### config.mk
export PLATFORM = sky130hd
export DESIGN_NAME = chan_ctl
export DESIGN_NICKNAME = d
export VERILOG_FILES = /design/src/rtl/chan_ctl_pkg.sv /design/src/rtl/chan_cmd_dec.sv /design/src/rtl/chan_quiesce_tmr.sv /design/src/rtl/chan_state_fsm.sv /design/src/rtl/chan_ctl.sv
export SDC_FILE = /design/constraint.sdc
export NUM_CORES = 1
export LEC_CHECK = 0
export ABC_AREA = 1
export ABC_CLOCK_PERIOD_IN_PS = 2100
export BUFFER_PORTS_ARGS = -buffer_cell sky130_fd_sc_hd__buf_4
export CORE_MARGIN = 2
export CORE_UTILIZATION = 30
export DETAILED_ROUTE_END_ITERATION = 8
export MAX_ROUTING_LAYER = met4
export SYNTH_ARGS = -nofsm -noshare
export SYNTH_HDL_FRONTEND = slang
export SYNTH_SLANG_ARGS = --single-unit
### constraint.sdc
create_clock -name clk -period 2.1 [get_ports clk]
set_input_delay 0.315 -clock clk [delete_from_list [all_inputs] [get_ports clk]]
set_output_delay 0.315 -clock clk [all_outputs]
set_load 0.02 [all_outputs]
### src/rtl/chan_ctl_pkg.sv
package chan_ctl_pkg;

    localparam int FIELD_W = 8;
    localparam int CMD_LSB = 16;
    localparam int ST_LSB  = 8;

    typedef enum logic [FIELD_W-1:0] {
        ST_OFF   = 8'd0,
        ST_IDLE  = 8'd1,
        ST_BUSY  = 8'd2,
        ST_HELD  = 8'd3,
        ST_HALT  = 8'd4,
        ST_FAULT = 8'd5,
        ST_CLEAR = 8'd9
    } chan_st_e;

    typedef enum logic [FIELD_W-1:0] {
        CMD_OFF   = 8'd0,
        CMD_ON    = 8'd1,
        CMD_HOLD  = 8'd2,
        CMD_CLEAR = 8'd9
    } chan_cmd_e;

    typedef struct packed {
        logic               legal;
        logic               off;
        logic               on;
        logic               hold;
        logic               clear;
        logic [FIELD_W-1:0] code;
    } cmd_hits_t;

    typedef struct packed {
        chan_st_e           st;
        logic [FIELD_W-1:0] cmd;
    } fsm_regs_t;

endpackage

### src/rtl/chan_cmd_dec.sv
module chan_cmd_dec
    import chan_ctl_pkg::*;
(
    input  logic               wr,
    input  logic [FIELD_W-1:0] cmd_byte,
    output cmd_hits_t          hits
);
    always_comb begin
        hits       = '0;
        hits.code  = cmd_byte;
        hits.off   = wr && (cmd_byte == CMD_OFF);
        hits.on    = wr && (cmd_byte == CMD_ON);
        hits.hold  = wr && (cmd_byte == CMD_HOLD);
        hits.clear = wr && (cmd_byte == CMD_CLEAR);
        hits.legal = hits.off | hits.on | hits.hold | hits.clear;
    end
endmodule

### src/rtl/chan_quiesce_tmr.sv
module chan_quiesce_tmr #(
    parameter int RST_CYCLES = 4
) (
    input  logic clk,
    input  logic rst_n,
    input  logic load,
    input  logic run,
    output logic done
);
    localparam int CW = (RST_CYCLES < 2) ? 1 : $clog2(RST_CYCLES + 1);
    localparam logic [CW-1:0] LOAD_VAL = CW'(RST_CYCLES - 1);

    logic [CW-1:0] cnt_d, cnt_q;

    always_comb begin
        cnt_d = cnt_q;
        if (load)
            cnt_d = LOAD_VAL;
        else if (run && (cnt_q != '0))
            cnt_d = cnt_q - 1'b1;
    end

    always_ff @(posedge clk or negedge rst_n) begin
        if (!rst_n) cnt_q <= '0;
        else        cnt_q <= cnt_d;
    end

    assign done = (cnt_q == '0);
endmodule

### src/rtl/chan_state_fsm.sv
module chan_state_fsm
    import chan_ctl_pkg::*;
(
    input  logic               clk,
    input  logic               rst_n,
    input  cmd_hits_t          hits,
    input  logic               work_pend,
    input  logic               eng_err,
    input  logic               mgr_stop,
    input  logic               quiesce_done,
    output logic               tmr_load,
    output chan_st_e           state,
    output logic [FIELD_W-1:0] cmd_echo
);
    fsm_regs_t r_d, r_q;
    chan_st_e  work_st;
    logic      active;

    always_comb begin
        work_st  = work_pend ? ST_BUSY : ST_IDLE;
        active   = (r_q.st == ST_IDLE) || (r_q.st == ST_BUSY) ||
                   (r_q.st == ST_HELD) || (r_q.st == ST_HALT);
        r_d      = r_q;
        tmr_load = 1'b0;
        if (r_q.st == ST_CLEAR) begin
            if (quiesce_done) r_d.st = ST_OFF;
        end else begin
            if (hits.legal) r_d.cmd = hits.code;
            if (hits.clear) begin
                r_d.st   = ST_CLEAR;
                tmr_load = 1'b1;
            end else if (eng_err && active) begin
                r_d.st = ST_FAULT;
            end else if (mgr_stop && (r_q.st == ST_IDLE || r_q.st == ST_BUSY ||
                                      r_q.st == ST_HELD)) begin
                r_d.st = ST_HALT;
            end else begin
                case (r_q.st)
                    ST_OFF: if (hits.on) r_d.st = work_st;
                    ST_IDLE, ST_BUSY: begin
                        if (hits.off)       r_d.st = ST_OFF;
                        else if (hits.hold) r_d.st = ST_HELD;
                        else                r_d.st = work_st;
                    end
                    ST_HELD, ST_HALT: begin
                        if (hits.off)     r_d.st = ST_OFF;
                        else if (hits.on) r_d.st = work_st;
                    end
                    default: r_d.st = r_q.st;
                endcase
            end
        end
    end

    always_ff @(posedge clk or negedge rst_n) begin
        if (!rst_n) begin
            r_q.st  <= ST_OFF;
            r_q.cmd <= '0;
        end else begin
            r_q <= r_d;
        end
    end

    assign state    = r_q.st;
    assign cmd_echo = r_q.cmd;
endmodule

### src/rtl/chan_ctl.sv
module chan_ctl
    import chan_ctl_pkg::*;
#(
    parameter int RST_CYCLES = 4
) (
    input  logic        clk,
    input  logic        rst_n,
    input  logic        csr_wr,
    input  logic [31:0] csr_wdata,
    input  logic        work_pend,
    input  logic        eng_err,
    input  logic        mgr_stop,
    output logic [31:0] csr_rdata,
    output logic        fetch_ok
);
    cmd_hits_t          hits;
    chan_st_e           state;
    logic [FIELD_W-1:0] cmd_echo;
    logic               tmr_load;
    logic               quiesce_done;
    logic               unused_wbits;

    assign unused_wbits = ^{csr_wdata[31:CMD_LSB+FIELD_W], csr_wdata[CMD_LSB-1:0]};

    chan_cmd_dec u_dec (
        .wr       (csr_wr),
        .cmd_byte (csr_wdata[CMD_LSB +: FIELD_W]),
        .hits     (hits)
    );

    chan_quiesce_tmr #(.RST_CYCLES(RST_CYCLES)) u_tmr (
        .clk   (clk),
        .rst_n (rst_n),
        .load  (tmr_load),
        .run   (state == ST_CLEAR),
        .done  (quiesce_done)
    );

    chan_state_fsm u_fsm (
        .clk          (clk),
        .rst_n        (rst_n),
        .hits         (hits),
        .work_pend    (work_pend),
        .eng_err      (eng_err),
        .mgr_stop     (mgr_stop),
        .quiesce_done (quiesce_done),
        .tmr_load     (tmr_load),
        .state        (state),
        .cmd_echo     (cmd_echo)
    );

    always_comb begin
        csr_rdata                        = '0;
        csr_rdata[CMD_LSB +: FIELD_W]    = cmd_echo;
        csr_rdata[ST_LSB +: FIELD_W]     = state;
    end

    assign fetch_ok = (state == ST_IDLE) || (state == ST_BUSY);
endmodule

==> reports/metrics.yaml <==
global_routing:
  grt_pass1_vias: 821
  antenna_found_initial: 0
  grt_pass1_wl_um: 3590
  grt_usage: 0.107
  grt-ovfl-total: 0
  grt_max_degree: 20
yosys:
  synth_area_leaders: "dfrtp_1, nand2_1, buf_4"
  synth_area_um2: 1250
  ys_seq_area_frac: 0.381
  synth_common_cells: "nand2_1, nor2_1, inv_1"
  synth_most_common_cell: "nand2_1"
  ys.flop_type: "dfrtp_1"
  yosysWarnings: 0
  synth.avg_cell_area_um2: 7.39
  ys_ff_latch: 19
  async_flop_share: 1.00
  synth-edff-count: 0
  synth_top_area_share: 0.381
  synth_cell_types: 26
  syn_inst: 169
  synth_top_area_cell: "dfrtp_1"
floorplanning:
  die_h_um: 68.5
  die_width_um: 68.5
  rows: 23
  pin_count: 71
  initial_utilization: 0.312
  dieArea_um2: 4690
  core-area_um2: 4000
layout:
  final_nets: 244
  n_antenna_cell: 0
  final_cell_area_um2: 1530
  syn2layout_area_growth_pct: 22.4
  drive_gt1_frac: 0.300
  final_cell_count_no_fill: 253
critical_path:
  critical_path_arrival_ns: 1.33
  required_ns: 1.78
  worstPathMaxFanout: 7
  r2r_end: "u_fsm.cmd_echo[3]"
  reg2reg_depth: 9
  rr_startpoint: "u_fsm.state[4]"
  rrSetupSlack_ns: 0.57
  cpLargestDelayFamily: "simple AND/OR/NAND/NOR gates"
  critical_path_class: "reg2out"
  end_kind: "primary output"
  slowest_stage: "dfrtp_1"
  startpoint_type: "register"
  path_cells: "inv_2 -> nand2_2 -> nor2_4 -> nand4_1 -> inv_1 -> buf_4"
  slowest_delay_ns: 0.39
  path_buf_inv: 3
timing:
  final-setup-viol-count: 0
  fin_crit_sh: 0.781
  finalHoldViolCount: 0
  fin_skew_ns: 0.00247
  grt_setup_unrepaired: "false"
  hold-worst-slack_ns: 0.291
  fin_tns_setup_ns: 0
  fin_crit_ns: 1.64
  drv_slew: 0
  fmax_mhz: 609
drt:
  wl_um: 2360
  wl_per_cell_um: 9.32
  drc: 0
  via_per_inst: 3.96
  ant_nets: 0
  drtIter0Drc: 54
  vias: 1002
  drtPass1Iterations: 4
hold_path:
  min_path_cells: 3
  hp-class: "in2reg"
  hold_end: "u_fsm.cmd_echo[0]"
  hold_start: "csr_wdata[16]"
clock_network:
  cts_tree: "yes"
  ctsHoldBuffers: 1
  cts-root-buf: "clkbuf_8"
  cts_htree_levels: 1
  clockBufferDepth: 2
  cts_resized: 0
  path_clk_slew_ns: 0.07
  cts_sinks: 19
  cts_buffers: 3
  worstSkewPairLatency_ns: 0.25
  cts_setup_buffers: 0
place:
  gp_congestion: 0.867
  post_dp_cell_area_um2: 1470
  dp_cells: 248
  hpwl_um: 1970
  io_buffer_count: 30
power_and_ir_drop:
  max-vdd-ir-drop_mv: 0.424
  power_density_nw_per_um2: 593
  p_leak_nw: 0.878
run_status:
  outcome: "complete, no violations"
run:
  maxCapViolations: 0
==> flip-flops by register name (all words and copies together), names as in the netlist <==
register / count
u_tmr.cnt_q: 3
u_fsm.state: 8
u_fsm.cmd_echo: 8
==> worst max-delay path by stage <==
| stage | startpoint | slack (ns) | to | cells after the start |
|---|---|---|---|---|
| after floorplan | u_fsm.state[4] | 0.62 | u_fsm.state[1] | 12 |
| after global placement | csr_wdata[17] | 0.50 | u_fsm.state[1] | 11 |
| after detailed placement | csr_wdata[17] | 0.49 | u_fsm.state[1] | 11 |
| after CTS | u_fsm.state[4] | 0.43 | fetch_ok | 6 |
| after global routing | u_fsm.state[5] | 0.36 | fetch_ok | 6 |
| final | u_fsm.state[4] | 0.46 | fetch_ok | 6 |
==> cells in the final DEF (no fill, tap or decap), drive strengths merged, types with 2 or more instances in the layout <==
cell type	netlist	layout
nand2	47	47
inv	32	32
buf	16	30
nor2	27	27
dfrtp	19	19
conb	1	16
nand3	8	8
nand4	4	4
o21ai	4	4
a21oi	4	4
clkbuf	0	3
ha	2	2
==> cell type report <==
cell class	count	area, µm²
repair buffers	31	235
clock buffers	3	41.3
clock inverters	1	5.00
well taps	50	62.6
fillers	449	2470
flip-flops and latches	19	475
inverters	32	125
multi-input cells	117	584
==> power breakdown <==
| part | internal (mW) | total, mW | switching (mW) |
|---|---|---|---|
| Combinational | 0.0913 | 0.229 | 0.138 |
| Clock | 0.132 | 0.247 | 0.115 |
| Sequential | 0.407 | 0.430 | 0.0228 |
| Total | 0.630 | 0.907 | 0.276 |
==> worst register-to-register path: cells and delay by family (launching register included) <==
| kind | cells | cell delay [ns] |
|---|---|---|
| buf+inv | 3 | 0.21 |
| compound gates | 1 | 0.18 |
| simple gates | 5 | 0.65 |
| flops | 1 | 0.39 |
==> stage by stage <==
stage / worst slack [ns] / power (mW) / util
final: 0.459 / 0.907 / 0.382
after global routing: 0.355 / 0.963 / 0.382
after CTS: 0.425 / 0.926 / 0.382
after detailed placement: 0.487 / 0.669 / 0.368
after global placement: 0.503 / 0.666 / 0.368
after floorplan: 0.619 / 0.585 / -
==> logic make-up after synthesis <==
kind of cell,share of synthesized area
AOI/OAI and AO/OA,0.0501
xor gates and xnor gates,0.00702
adders and majority gates,0.0200
buffers and inverters,0.196
DFF,0.381
other,0.00300
and+or+nand+nor,0.343
==> layer usage <==
metal / GRT usage / vias to the layer above / part of all wire
met5: - / - / 0
met4: 0.0150 / 0 / 0.0025
met3: 0.0390 / 2 / 0.055
met2: 0.161 / 23 / 0.48
met1: 0.141 / 433 / 0.46
li1: - / 544 / -
Note: power is estimated with default switching activity, not from simulation.
